File: src/rtl/wdt_pkg.sv
package wdt_pkg;
  localparam int BYTE_W = 8;

  localparam logic [BYTE_W-1:0] IDX_CTRL = 8'h37;
  localparam logic [BYTE_W-1:0] IDX_SEL  = 8'h38;
  localparam logic [BYTE_W-1:0] IDX_TMO0 = 8'h39;
  localparam logic [BYTE_W-1:0] IDX_CMD  = 8'h3C;

  localparam int EN_BIT     = 6;
  localparam int RELOAD_BIT = 6;
  localparam int FIRED_BIT  = 7;

  localparam logic [3:0] ACT_NMI = 4'hC;
  localparam logic [3:0] ACT_RST = 4'hD;

  typedef enum logic [1:0] {EV_NONE = 2'b00, EV_NMI = 2'b01, EV_RST = 2'b10} ev_e;

  function automatic ev_e decode_action(input logic [3:0] nib);
    case (nib)
      ACT_NMI: return EV_NMI;
      ACT_RST: return EV_RST;
      default: return EV_NONE;
    endcase
  endfunction

  function automatic logic fired_next(input logic cur, input logic set, input logic clr);
    return set | (cur & ~clr);
  endfunction
endpackage

File: src/rtl/wdt_host_port.sv
module wdt_host_port
  import wdt_pkg::*;
(
  input  logic              clk,
  input  logic              rst_n,
  input  logic              bus_sel,
  input  logic              bus_wr,
  input  logic              bus_addr,
  input  logic [BYTE_W-1:0] bus_wdata,
  input  logic [BYTE_W-1:0] reg_rdata,
  output logic [BYTE_W-1:0] idx,
  output logic              data_wr,
  output logic [BYTE_W-1:0] bus_rdata
);
  logic idx_wr;

  assign idx_wr  = bus_sel & bus_wr & ~bus_addr;
  assign data_wr = bus_sel & bus_wr &  bus_addr;

  always_ff @(posedge clk) begin
    if (!rst_n)      idx <= '0;
    else if (idx_wr) idx <= bus_wdata;
  end

  assign bus_rdata = bus_addr ? reg_rdata : idx;
endmodule

File: src/rtl/wdt_regs.sv
module wdt_regs
  import wdt_pkg::*;
#(
  parameter int CNT_W = 24
) (
  input  logic              clk,
  input  logic              rst_n,
  input  logic [BYTE_W-1:0] idx,
  input  logic              data_wr,
  input  logic [BYTE_W-1:0] wdata,
  input  logic              expire,
  output logic              run,
  output logic              start,
  output logic              reload_req,
  output logic              fired,
  output logic              fired_clr,
  output logic [3:0]        sel_nib,
  output logic [CNT_W-1:0]  timeout,
  output logic [BYTE_W-1:0] rdata
);
  localparam int NB = CNT_W / BYTE_W;

  logic [BYTE_W-1:0] ctrl_q;
  logic [BYTE_W-1:0] sel_q;
  logic [BYTE_W-1:0] tmo_q [NB];
  logic              hit_ctrl, hit_sel, hit_cmd;

  assign hit_ctrl = data_wr && (idx == IDX_CTRL);
  assign hit_sel  = data_wr && (idx == IDX_SEL);
  assign hit_cmd  = data_wr && (idx == IDX_CMD);

  always_ff @(posedge clk) begin
    if (!rst_n) begin
      ctrl_q <= '0;
      sel_q  <= '0;
    end else begin
      if (hit_ctrl) ctrl_q <= wdata;
      if (hit_sel)  sel_q  <= wdata;
    end
  end

  always_ff @(posedge clk) begin
    for (int b = 0; b < NB; b++) begin
      if (!rst_n)
        tmo_q[b] <= '0;
      else if (data_wr && (idx == BYTE_W'(IDX_TMO0 + b)))
        tmo_q[b] <= wdata;
    end
  end

  generate
    for (genvar g = 0; g < NB; g++) begin : g_tmo
      assign timeout[g*BYTE_W +: BYTE_W] = tmo_q[g];
    end
  endgenerate

  assign run        = ctrl_q[EN_BIT];
  assign start      = hit_ctrl & wdata[EN_BIT] & ~ctrl_q[EN_BIT];
  assign reload_req = hit_cmd & wdata[RELOAD_BIT];
  assign fired_clr  = hit_cmd & ~wdata[FIRED_BIT];
  assign sel_nib    = sel_q[7:4];

  always_ff @(posedge clk) begin
    if (!rst_n) fired <= 1'b0;
    else        fired <= fired_next(fired, expire, fired_clr);
  end

  always_comb begin
    rdata = '0;
    if (idx == IDX_CTRL) rdata = ctrl_q;
    if (idx == IDX_SEL)  rdata = sel_q;
    if (idx == IDX_CMD)  rdata[FIRED_BIT] = fired;
    for (int b = 0; b < NB; b++)
      if (idx == BYTE_W'(IDX_TMO0 + b)) rdata = tmo_q[b];
  end
endmodule

File: src/rtl/wdt_counter.sv
module wdt_counter #(
  parameter int CNT_W = 24
) (
  input  logic             clk,
  input  logic             rst_n,
  input  logic             tick_en,
  input  logic             run,
  input  logic             load,
  input  logic [CNT_W-1:0] timeout,
  output logic [CNT_W-1:0] count,
  output logic             expire
);
  function automatic logic [CNT_W-1:0] step_down(input logic [CNT_W-1:0] c);
    return c - CNT_W'(1);
  endfunction

  logic step;
  assign step   = run & tick_en & ~load;
  assign expire = step & (count == '0);

  always_ff @(posedge clk) begin
    if (!rst_n)               count <= '0;
    else if (load || expire)  count <= timeout;
    else if (step)            count <= step_down(count);
  end
endmodule

File: src/rtl/wdt_event_out.sv
module wdt_event_out
  import wdt_pkg::*;
(
  input  logic       clk,
  input  logic       rst_n,
  input  logic       expire,
  input  logic [3:0] sel_nib,
  output logic       rst_event,
  output logic       nmi_event
);
  ev_e act;
  assign act = decode_action(sel_nib);

  always_ff @(posedge clk) begin
    if (!rst_n) begin
      rst_event <= 1'b0;
      nmi_event <= 1'b0;
    end else begin
      rst_event <= expire && (act == EV_RST);
      nmi_event <= expire && (act == EV_NMI);
    end
  end
endmodule

File: src/rtl/wdt_index_port.sv
module wdt_index_port
  import wdt_pkg::*;
#(
  parameter int CNT_W = 24
) (
  input  logic       clk,
  input  logic       rst_n,
  input  logic       tick_en,
  input  logic       bus_sel,
  input  logic       bus_wr,
  input  logic       bus_addr,
  input  logic [7:0] bus_wdata,
  output logic [7:0] bus_rdata,
  output logic       rst_event,
  output logic       nmi_event
);
  logic [BYTE_W-1:0] idx;
  logic              data_wr;
  logic [BYTE_W-1:0] reg_rdata;
  logic              run, start, reload_req, load;
  logic              fired, fired_clr;
  logic [3:0]        sel_nib;
  logic [CNT_W-1:0]  timeout;
  logic [CNT_W-1:0]  count;
  logic              expire;

  assign load = start | reload_req;

  wdt_host_port u_port (
    .clk(clk), .rst_n(rst_n), .bus_sel(bus_sel), .bus_wr(bus_wr),
    .bus_addr(bus_addr), .bus_wdata(bus_wdata), .reg_rdata(reg_rdata),
    .idx(idx), .data_wr(data_wr), .bus_rdata(bus_rdata)
  );

  wdt_regs #(.CNT_W(CNT_W)) u_regs (
    .clk(clk), .rst_n(rst_n), .idx(idx), .data_wr(data_wr), .wdata(bus_wdata),
    .expire(expire), .run(run), .start(start), .reload_req(reload_req),
    .fired(fired), .fired_clr(fired_clr), .sel_nib(sel_nib),
    .timeout(timeout), .rdata(reg_rdata)
  );

  wdt_counter #(.CNT_W(CNT_W)) u_cnt (
    .clk(clk), .rst_n(rst_n), .tick_en(tick_en), .run(run), .load(load),
    .timeout(timeout), .count(count), .expire(expire)
  );

  wdt_event_out u_evt (
    .clk(clk), .rst_n(rst_n), .expire(expire), .sel_nib(sel_nib),
    .rst_event(rst_event), .nmi_event(nmi_event)
  );
endmodule

File: config.mk
export PLATFORM = sky130hd
export DESIGN_NAME = wdt_index_port
export DESIGN_NICKNAME = d
export VERILOG_FILES = /design/src/rtl/wdt_pkg.sv /design/src/rtl/wdt_host_port.sv /design/src/rtl/wdt_regs.sv /design/src/rtl/wdt_counter.sv /design/src/rtl/wdt_event_out.sv /design/src/rtl/wdt_index_port.sv
export SDC_FILE = /design/constraint.sdc
export NUM_CORES = 1
export LEC_CHECK = 0
export ABC_AREA = 1
export BUFFER_PORTS_ARGS = -buffer_cell sky130_fd_sc_hd__buf_2
export CAP_MARGIN = 10
export CORE_MARGIN = 2
export CORE_UTILIZATION = 35
export CTS_BUF_LIST = sky130_fd_sc_hd__clkbuf_8
export DETAILED_ROUTE_END_ITERATION = 6
export SLEW_MARGIN = 20
export SYNTH_ARGS = -nofsm -noshare
export SYNTH_HDL_FRONTEND = slang
export SYNTH_SLANG_ARGS = --single-unit
File: constraint.sdc
create_clock -name clk -period 5.7 [get_ports clk]
set_clock_uncertainty 0.2 [all_clocks]
set_input_delay 0.285 -clock clk [delete_from_list [all_inputs] [get_ports clk]]
set_output_delay 0.285 -clock clk [all_outputs]
set_load 0.005 [all_outputs]
=== Word-level counts from Yosys, hierarchy flattened ===
Memories as Yosys holds them, arrays and structs flattened.
Cells that the tools add are included.

* Logic and storage cells: 74
* Output and inout port bits: 10
* Bits in registers: 51
* RAM bits: 24
* Memories kept: 1

{| class="wikitable"
|+ Memories
! memory !! depth !! bits a word !! read ports !! clocked after Yosys merged registers in !! write ports !! line !! source
|-
| u_regs.tmo_q || 3 || 8 || 3 || 0 || 3 || wdt_regs.sv:25 || <nowiki>logic [BYTE_W-1:0] tmo_q [NB];</nowiki>
|}

* Equal/unequal tests: 10
* Reduce and logical (&&, ||, !) cells: 11
* Mux-type cells: 23
* Bitwise gates (word level): 21
* Add/sub/neg operators: 1

{| class="wikitable"
|+ Operators by type and width
! kind !! number
|-
| 8-bit 2-to-1 mux || 9
|-
| 8-bit by 6-bit equality test with 1-bit output (second input constant) || 6
|-
| 24-bit 2-to-1 mux || 2
|-
| 24-bit zero test || 1
|-
| 24-bit by 1-bit subtractor with 24-bit output (second input constant) || 1
|-
| 1-bit bitwise AND || 11
|-
| 1-bit 2-to-1 mux || 11
|-
| 4-bit equality test (second input constant) || 2
|-
| 1-bit logical AND || 8
|-
| 1-bit NOT || 5
|-
| 1-bit bitwise OR || 5
|-
| 2-bit case mux with 2 select lines || 1
|-
| 2-bit by 1-bit equality test with 1-bit output (second input constant) || 1
|-
| 2-bit equality test (second input constant) || 1
|-
| 2-bit nonzero test || 1
|-
| 1-bit logical OR || 1
|}

=== Depth between registers and ports, before layout ===
Gate-level depths: netlist of the first run.

* Depth after elaboration: 11
* Gate-level depth with buffers: 13
* Gate-level depth less buffers: 13

=== Cells and area by module ===
From an unflattened synthesis of the first run, not the netlist that was laid out.

* Cells, all modules: 653
* Area, all modules: 4569.4 um^2

{| class="wikitable"
|+ Modules (own cells, without submodules)
! module !! cells each !! area an instance (um^2) !! seq. area each (um^2) !! instances
|-
| wdt_regs || 261 || 2108.3 || 1061.0 || 1
|-
| wdt_counter || 306 || 1939.4 || 480.5 || 1
|-
| wdt_host_port || 71 || 430.4 || 160.2 || 1
|-
| wdt_event_out || 12 || 80.1 || 40.0 || 1
|-
| wdt_index_port || 3 || 11.3 || 0.0 || 1
|}

=== Worst setup path after synthesis of the first run ===
Ideal clock, no wire load.

* Path type: reg2reg
* Start: register u_port.idx[7]
* End: memory u_regs.tmo_q[1][0], enable pin
* Clock period less this slack: 2.271 ns
* Buffers on the path: 0
* Data required time: 5.116 ns
* Stages on the path, launching flop included: 8
* Slack: 3.429 ns
* Arrival: 1.687 ns
* Cells stage by stage: dfxtp_1 nor2_1 nand2_2 nor2_2 nand2_1 nor2_2 inv_1 o21ai_0

{| class="wikitable"
|+ RTL lines
! element !! line !! source
|-
| from (decl) || wdt_host_port.sv:11 || <nowiki>output logic [BYTE_W-1:0] idx,</nowiki>
|-
| from (signal assigned) || wdt_host_port.sv:22 || <nowiki>else if (idx_wr) idx <= bus_wdata;</nowiki>
|-
| to (decl) || wdt_regs.sv:25 ||
|}

=== Worst setup path after layout of the first run ===
* Start: register u_port.idx[7]
* End: output bus_rdata[4]

* Word-level cells in the longest chain between the ends: 7
* Elaborated cells on any way between the ends: 11

{| class="wikitable"
|+ Ends and longest elaborated chain
! element !! line !! source
|-
| 8-bit by 6-bit equality test with 1-bit output || wdt_regs.sv:70 || <nowiki>if (idx == IDX_CTRL) rdata = ctrl_q;</nowiki>
|-
| 8-bit 2-to-1 mux || wdt_regs.sv:70 ||
|-
| 8-bit 2-to-1 mux || wdt_regs.sv:71 || <nowiki>if (idx == IDX_SEL) rdata = sel_q;</nowiki>
|-
| 8-bit 2-to-1 mux (2 in a row) || wdt_regs.sv:74 || <nowiki>if (idx == BYTE_W'(IDX_TMO0 + b)) rdata = tmo_q[b];</nowiki>
|-
| 8-bit 2-to-1 mux * || wdt_regs.sv:74 ||
|-
| 8-bit 2-to-1 mux * || wdt_host_port.sv:25 || <nowiki>assign bus_rdata = bus_addr ? reg_rdata : idx;</nowiki>
|-
| to (decl) || wdt_index_port.sv:13 || <nowiki>output logic [7:0] bus_rdata,</nowiki>
|}

Mark *: on every way between the ends. The rest lies on a longest branch, timed or not.

==> run metrics, run 1 <==
status=completed; Buffers on Ports=23; Clock Sinks=75; via count=4010; hold path depth=3; Critical Path AT=2.12 ns; Post-synth EDFFs=24; largest net degree at the start of global routing=44; drt pass-1 iters=5; post-synth top area share=23.7%; mapped cell area=4310 µm²; Leak Pwr=2.18 nW; initial antenna violation count=0; Clk pin slew, worst setup/hold paths=0.09 ns; Worst R2R End=u_regs.tmo_q[1][2]; post-synthesis sequential area ratio=40.4%; commonest non-fill, non-tap cell in the layout=nand2_1; setup TNS=0 ns; metal2 WL=5320 µm; fin worst setup slack=3.10 ns; instance count of the mapped netlist=624; number of synthesized register bits=75; Die Area=13200 µm²; Post-DP HPWL=8930 µm; Die Ht=115 µm; H-tree Lvls=3; min-delay src=bus_wdata[3]; Root Driver=clkbuf_8; ys flop type=dfxtp_1; final WL=12200 µm; Pwr per Cell Area=224 nW/µm²; Final Slew Violations=0; Overflow after GRT=0; first-pass GRT wire length=19600 µm; GPL Wtd Cong=0.986; Worst Hold End=u_regs.ctrl_q[3]; Die Span X=115 µm; Avg Vias per Cell=5.03; standard-cell rows=40; Fmax=0.384 GHz; drc violations=0; Crit. End Element=primary output; worst path required time=5.22 ns; post-synth top area cell=dfxtp_1; Avg Inst Size Synth=6.90 µm²; unrepaired setup endpoints after global routing=no; crit path kind=register to primary output; Worst-Skew Late Latency=0.38 ns; Nets=661; initial drt markers=207; max_cap viols=0; CP Max Fanout=8; vias in the first global route=3806; startpoint types=register; top routing layer in use=met4; Worst Hold Class=input pin to register; Crit-path slowest cell=dfxtp_1; flop2flop setup slack=3.33 ns; GRT Overall Usage=19.4%; ys async rst share=0%; IO Pins=24; Final Cycle Share=45.7%; CP Cell Sequence=nor2_1, nand2_2, nor2_2, nand2_1, nor2_2, inv_1, o21ai_0, nor2_1, a31oi_1, buf_2; antenna-violating nets left=0; Core Region=12000 µm²; Setup violations, final=0; Least-Margin Pin Slew=0.804 ns; ranking of synthesized cells by area=dfxtp_1 24%, edfxtp_1 17%, nand2_1 12%; normalized max-slew margin=46.2%; Synth Net Count=640; Hold Vio Cnt, Final=0; dpl ws=3.06 ns; clock buffer depth=2; Ant. Diodes=0; Tmin final=2.60 ns; routed length on met3=650 µm; most frequent cells in the layout=138 x nand2_1, 92 x inv_1, 90 x nor2_1; P&R area growth vs syn=10.5%; Synth cell types=36; post-CTS setup buffer count=0; Routed wire per std cell=15.2 µm; Starting Density=35.9%; Critical R2R Launch=u_port.idx[7]; CTS tree=built; max incr delay on CP=0.33 ns; layout cells sized above 1=10.6%; Num CTS Buffers=9; wl on met1=5830 µm; r2r worst-path depth=7; Yosys warnings=0; Peak VDD IR=0.173 mV
[final cells by class]
type / instances / area (µm²)
Fill cell: 1283 / 7250
Multi-Input combinational cell: 436 / 2100
Sequential cell: 75 / 1740
Inverter: 96 / 363
Tap cell: 147 / 184
Timing Repair Buffer: 27 / 155
Clock buffer: 9 / 124
Clock inverter: 7 / 90.1
[metal layers]
metal / GRT usage, % / vias up
met4: 7.87 / 0
li1: - / 2057
met5: 0 / -
met1: 26.0 / 1825
met3: 3.95 / 26
met2: 30.6 / 102
[power by group]
group          internal (mW)  switching, mW
Sequential             0.558        0.00712
Combinational         0.0129         0.0350
Clock                  0.214          0.238
Total                  0.785          0.280
[stage by stage]
stage	instance area [µm²]	hold WS, ns	power, mW	cells	utilization, %
after floorplan	4310	0.223	0.600	624	-
after global placement	4500	0.248	0.622	777	37.5
after detailed placement	4500	0.249	0.623	777	37.5
after CTS	4760	0.00695	1.08	797	39.6
after global routing	4760	0.0616	1.10	797	39.6
final	4760	0.0203	1.07	797	39.6
[logic make-up after synthesis]
family	Yosys count	share of synthesized area (%)
adder cells (fa/ha/maj)	2	0.581
XOR/XNOR	7	1.42
AO/OA/AOI/OAI	118	14.5
buffers and inverters	113	10.8
AND/OR/NAND/NOR	309	32.3
flip-flops	75	40.4
[worst max-delay path, delay by kind of cell (launching register included)]
| kind | cells | cell delay [ns] |
|---|---|---|
| AND/OR/NAND/NOR | 6 | 0.84 |
| flip-flops | 1 | 0.33 |
| buffers and inverters | 2 | 0.24 |
| AO/OA/AOI/OAI | 2 | 0.32 |
[timing repair]
action	in CTS	in global routing
endpoints found under the setup margin	0	0
hold buffers	4	0
gates resized for setup	0	0
endpoints found under the hold margin	4	0
[worst max-delay path by stage]
stage                     cells after the start            endpoint  slack (ns)          start
after floorplan                               7  u_regs.tmo_q[1][0]        3.43  u_port.idx[7]
after CTS                                     7  u_regs.tmo_q[1][2]        3.04  u_port.idx[7]
after detailed placement                      7  u_regs.tmo_q[1][2]        3.06  u_port.idx[7]
after global placement                        7  u_regs.tmo_q[1][1]        3.21  u_port.idx[7]
after global routing                         11        bus_rdata[7]        2.89  u_port.idx[4]
final                                        10        bus_rdata[4]        3.10  u_port.idx[7]
[flip-flops by register name, summed over array words and instances, names as in the netlist]
signal	flops
u_cnt.count	24
u_evt.nmi_event	1
u_evt.rst_event	1
u_port.idx	8
u_regs.ctrl_q	8
u_regs.fired	1
u_regs.sel_q	8
u_regs.tmo_q	24
[synthesized netlist by cell type, drive strengths merged (4+ instances only)]
library cell  number
nand4             12
o22ai              5
nor2              97
o21ai             55
inv               95
edfxtp            24
nand3             47
xnor2              4
nand2            143
or2                4
a21oi             52
a31oi              4
clkbuf             8
dfxtp             51
buf                9
(Power assumes the default switching activity.)
==> run 2: changes to the inputs <==
- ABC_AREA: 1 -> 0
- clock period: 5.7 -> 2.5 ns (I/O delays scaled with it)
==> run 2 against run 1 <==
Net effect: synthesized cell count down 29%; combinational power rose to 2.8 times the previous value; sequential power up 130%; clock-buffer cell count unchanged; largest cell class unchanged; critical path depth down 5; non-clock buffer count up 49; total power up 120%; highest routed layer unchanged; routed wire length down 2.9%; cell area up 1.8%; worst setup slack worse by 3.0 ns; register-to-register slack worse by 3.2 ns.
==> run metrics, run 2 <==
Die Area=12400 µm²; Synth Net Count=460; Crit. Startpoint=u_cnt.count[5]; Fillers=1136; dpl ws=0.0559 ns; CP Cell Sequence=or4_1, or3_4, or4_1, a21oi_1, o22ai_1; first-pass GRT wire length=18600 µm; Overflow after GRT=0; Nets=515; Clock Sinks=75; Top Registers=u_cnt.count x24, u_regs.tmo_q x24; Worst-Skew Late Latency=0.37 ns; ys async rst share=0%; startpoint types=register; Final Util=42.8%; ys flop type=dfxtp_1; Fmax=0.414 GHz; Clk pin slew, worst setup/hold paths=0.09 ns; Post-DP Area=4530 µm²; initial drt markers=294; CP Max Fanout=8; post-synth top area share=25.3%; post-synthesis sequential area ratio=43.2%; Avg Vias per Cell=5.79; Setup violations, final=0; Crit path max-delay family=simple AND/OR/NAND/NOR gates; via count=3746; flop2flop setup slack=0.08 ns; CP most frequent cell=or4_1; normalized max-slew margin=66.2%; crit path kind=register to register; initial antenna violation count=0; GRT Overall Usage=19.1%; Starting Density=35.6%; top routing layer in use=met4; r2r worst-path depth=5; antenna-violating nets left=0; instance count of the mapped netlist=444; Avg Inst Size Synth=9.09 µm²; max incr delay on CP=0.62 ns; post-synth top area cell=dfxtp_1; Tmin final=2.42 ns; P&R area growth vs syn=20.0%; Num CTS Buffers=9; most common cell in the netlist=dfxtp_1; Root Driver=clkbuf_8; Hold Vio Cnt, Final=0; wl on met1=4930 µm; Peak VDD IR=0.302 mV; end point of the critical path=u_cnt.count[16]; standard-cell rows=39; Least-Margin Pin Slew=0.506 ns; Worst Hold Class=input pin to register; ranking of synthesized cells by area=dfxtp_1 25%, edfxtp_1 18%, mux2i_1 5.7%; final WL=11800 µm; Die Span X=111 µm; total power=2.35 mW; CP bufs+invs=0; Crit. End Element=register; metal2 WL=5500 µm; max_cap viols=0; Final Slew Violations=0; Multi-input gate area=2170 µm²; WHS=0.133 ns; Ant. Diodes=0; Worst R2R End=u_cnt.count[16]; Critical Path AT=2.47 ns; drt pass-1 iters=5; mapped cell area=4030 µm²; setup TNS=0 ns; Post-synth EDFFs=24; Die Ht=111 µm; worst path required time=2.55 ns; commonest non-fill, non-tap cell in the layout=dfxtp_1; Buffers on Ports=23; Yosys warnings=0; Pwr per Cell Area=484 nW/µm²; CTS tree=built; routed length on met3=1010 µm; number of synthesized register bits=75; Final Cycle Share=96.7%; Finished Cell Area=4840 µm²; H-tree Lvls=3; layout cells sized above 1=21.0%; IO Pins=24; largest net degree at the start of global routing=20; vias in the first global route=3595; fin worst setup slack=0.0817 ns; Routed wire per std cell=18.2 µm; drc violations=0; cell count along the critical path=5; GPL Wtd Cong=0.941; Synth cell types=57; status=completed; most frequent cells in the layout=51 x dfxtp_1, 43 x buf_4, 39 x nand2_1; Post-DP HPWL=8750 µm; clock buffer depth=2; Placed Cells=622; register area=1740 µm²; list of most frequent post-synthesis cells=51 x dfxtp_1, 39 x nand2_1, 35 x a21oi_1, 33 x nor2_1, 29 x and2_1; post-CTS setup buffer count=0; Crit-path slowest cell=or4_1; Critical R2R Launch=u_cnt.count[5]; Leak Pwr=1.98 nW; fin cells=647; Core Region=11300 µm²
## run 2: cell count changes in the layout (fill, tap and decap cells not counted), moves of 23 or more
| cell | delta |
|---|---|
| mux2i_1 | +23 |
| nor2_1 | -58 |
| nand3_1 | -26 |
| inv_1 | -86 |
| and2_1 | +29 |
| o21ai_0 | -37 |
| buf_4 | +43 |
| nand2_1 | -99 |
## run 2: logic make-up after synthesis
logic type,after synthesis,synth area share (%)
fa+ha+maj,2,0.620
buf+inv,38,3.85
simple gates,192,26.0
xor+xnor,1,0.217
mux,35,10.5
compound gates,101,15.7
flops,75,43.2
## run 2: power by group
part | switching [mW] | internal, mW | leakage, nW
sequential | 0.0151 | 1.27 | 0.659
clock | 0.536 | 0.390 | 0.0962
combinational | 0.0792 | 0.0549 | 1.22
## run 2: repair_timing
action	in CTS	in global routing
hold buffers	9	0
hold endpoints to repair	56	0
endpoints found under the setup margin	0	18
resized for setup	0	8
## run 2: area by class of cell
cell class / count / area share, %
clock buffers: 9 / 2.56
clock inverters: 7 / 1.40
inverters: 6 / 0.465
multi-input cells: 331 / 44.8
flip-flops and latches: 75 / 36.0
well taps: 143 / 3.70
repair buffers: 76 / 11.1
## run 2: worst min path at each step
stage,start,slack [ns],depth (start not counted),end
CTS,tick_en,0.1,4,u_cnt.count[1]
floorplan,rst_n,0.05,1,u_cnt.count[11]
global placement,bus_wdata[3],0.24,3,u_regs.ctrl_q[3]
global route,tick_en,0.18,4,u_cnt.count[1]
detailed placement,bus_wdata[3],0.25,3,u_regs.ctrl_q[3]
finish,tick_en,0.13,4,u_cnt.count[1]
## run 2: worst reg2reg max path, cell delays in order, from the launching register on
cell,delay (ns)
dfxtp_1,0.39
or4_1,0.62
or3_4,0.44
or4_1,0.41
a21oi_1,0.16
o22ai_1,0.09
## run 2: per-layer routing
layer	vias up	global-route usage [%]
met5	-	0
met4	0	7.74
met3	31	4.79
met2	159	30.6
met1	1783	24.8
li1	1773	-
==> run 3: changes to the inputs <==
- BUFFER_PORTS_ARGS: -buffer_cell sky130_fd_sc_hd__buf_2 -> -buffer_cell sky130_fd_sc_hd__clkbuf_2
==> run 3 against run 2 <==
Net effect: worst hold slack worse by 0.11 ns; non-clock buffer count is 2 lower; total power is 2.7% higher.
==> run metrics, run 3 (synthesis gave the netlist of run 2 again) <==
GRT Overall Usage=19.1%; Pwr per Cell Area=499 nW/µm²; post-CTS setup buffer count=0; Core Region=11300 µm²; Root Driver=clkbuf_8; CP Max Fanout=4; drc violations=0; dpl ws=0.0902 ns; Routed wire per std cell=18.2 µm; Least-Margin Pin Slew=0.530 ns; via count=3699; Worst-Skew Late Latency=0.36 ns; Crit. End Element=register; vias in the first global route=3538; Final Cycle Share=96.2%; CP Cell Sequence=inv_1, ha_1, or4b_4, or3_4, or4_1, a21oi_1, o22ai_1; Setup violations, final=0; Leak Pwr=1.97 nW; Hold Vio Cnt, Final=0; Worst Hold Class=input pin to register; clock buffer depth=2; largest net degree at the start of global routing=30; most frequent cells in the layout=51 x dfxtp_1, 42 x buf_4, 39 x nand2_1; Nets=513; Top Registers=u_cnt.count x24, u_regs.tmo_q x24; GPL Wtd Cong=0.951; Crit-path slowest cell=or4b_4; H-tree Lvls=3; layout cells sized above 1=19.9%; initial antenna violation count=0; CTS tree=built; Starting Density=35.6%; drt pass-1 iters=6; Die Span X=111 µm; WHS=0.0231 ns; P&R area growth vs syn=19.7%; final WL=11700 µm; fin worst setup slack=0.0948 ns; Buffers on Ports=23; Fmax=0.416 GHz; Ant. Diodes=0; Post-DP HPWL=8700 µm; startpoint types=register; IO Pins=24; Die Ht=111 µm; initial drt markers=321; Peak VDD IR=0.287 mV; commonest non-fill, non-tap cell in the layout=dfxtp_1; Clk pin slew, worst setup/hold paths=0.08 ns; antenna-violating nets left=0; max incr delay on CP=0.48 ns; first-pass GRT wire length=18900 µm; standard-cell rows=39; Crit path max-delay family=simple AND/OR/NAND/NOR gates; Placed Cells=621; Critical Path AT=2.45 ns; Tmin final=2.41 ns; unrepaired setup endpoints after global routing=no; crit path kind=register to register; Die Area=12400 µm²; setup TNS=0 ns; Clock Sinks=75; status=completed; Final Util=42.7%; max_cap viols=0; CP bufs+invs=1; normalized max-slew margin=64.6%; Overflow after GRT=0; worst path required time=2.54 ns; Num CTS Buffers=9; Final Slew Violations=0; fin cells=645; Avg Vias per Cell=5.73
==> run 3: worst reg2reg max path, delay by kind of cell (launching register included) <==
family          cells  cell delay [ns]
simple gates        3             1.24
compound gates      2             0.27
flops               1             0.32
buf+inv             1             0.09
fa+ha+maj           1             0.17
==> run 3: stage by stage <==
stage / power, mW / cell area (µm²)
final: 2.41 / 4830
after global routing: 2.49 / 4830
after CTS: 2.43 / 4810
after detailed placement: 1.43 / 4520
after global placement: 1.43 / 4520
after floorplan: 1.37 / 4030
==> run 3: final cells by class <==
type	instances	area, µm²
Clock buffer	9	124
Clock inverter	7	83.8
Fill cell	1139	6490
Inverter	6	22.5
Multi-Input combinational cell	331	2160
Sequential cell	75	1740
Tap cell	143	179
Timing Repair Buffer	74	522
==> run 3: report_power, final <==
group	leakage, nW	total (mW)	internal (mW)	switching (mW)
registers	0.659	1.29	1.27	0.0152
clock network	0.0959	0.993	0.478	0.516
logic	1.21	0.131	0.0527	0.0784
total	1.97	2.41	1.80	0.609
==> run 3: path summary, 6_finish.rpt <==
kind / depth (start not counted) / slack [ns] / from / to
hold reg to reg: 2 / 0.26 / u_regs.ctrl_q[0] / u_regs.ctrl_q[0]
hold / removal: 3 / 0.02 / rst_n / u_cnt.count[5]
setup / recovery: 7 / 0.09 / u_cnt.count[0] / u_cnt.count[16]
setup reg to reg: 7 / 0.09 / u_cnt.count[0] / u_cnt.count[16]
==> run 3: timing repair <==
item / 4_1_cts / 5_1_grt
hold buffers: 8 / 0
setup endpoints to repair: 1 / 4
pin swaps: 0 / 0
resized for setup: 1 / 4
hold endpoints to repair: 45 / 0
==> run 3: routing by layer <==
layer	track usage [%]	part of all wire, %	vias up
met5	0	0	-
met4	6.17	1.7	0
met3	4.90	6.0	18
met2	30.7	47	131
met1	25.3	46	1787
li1	-	-	1763
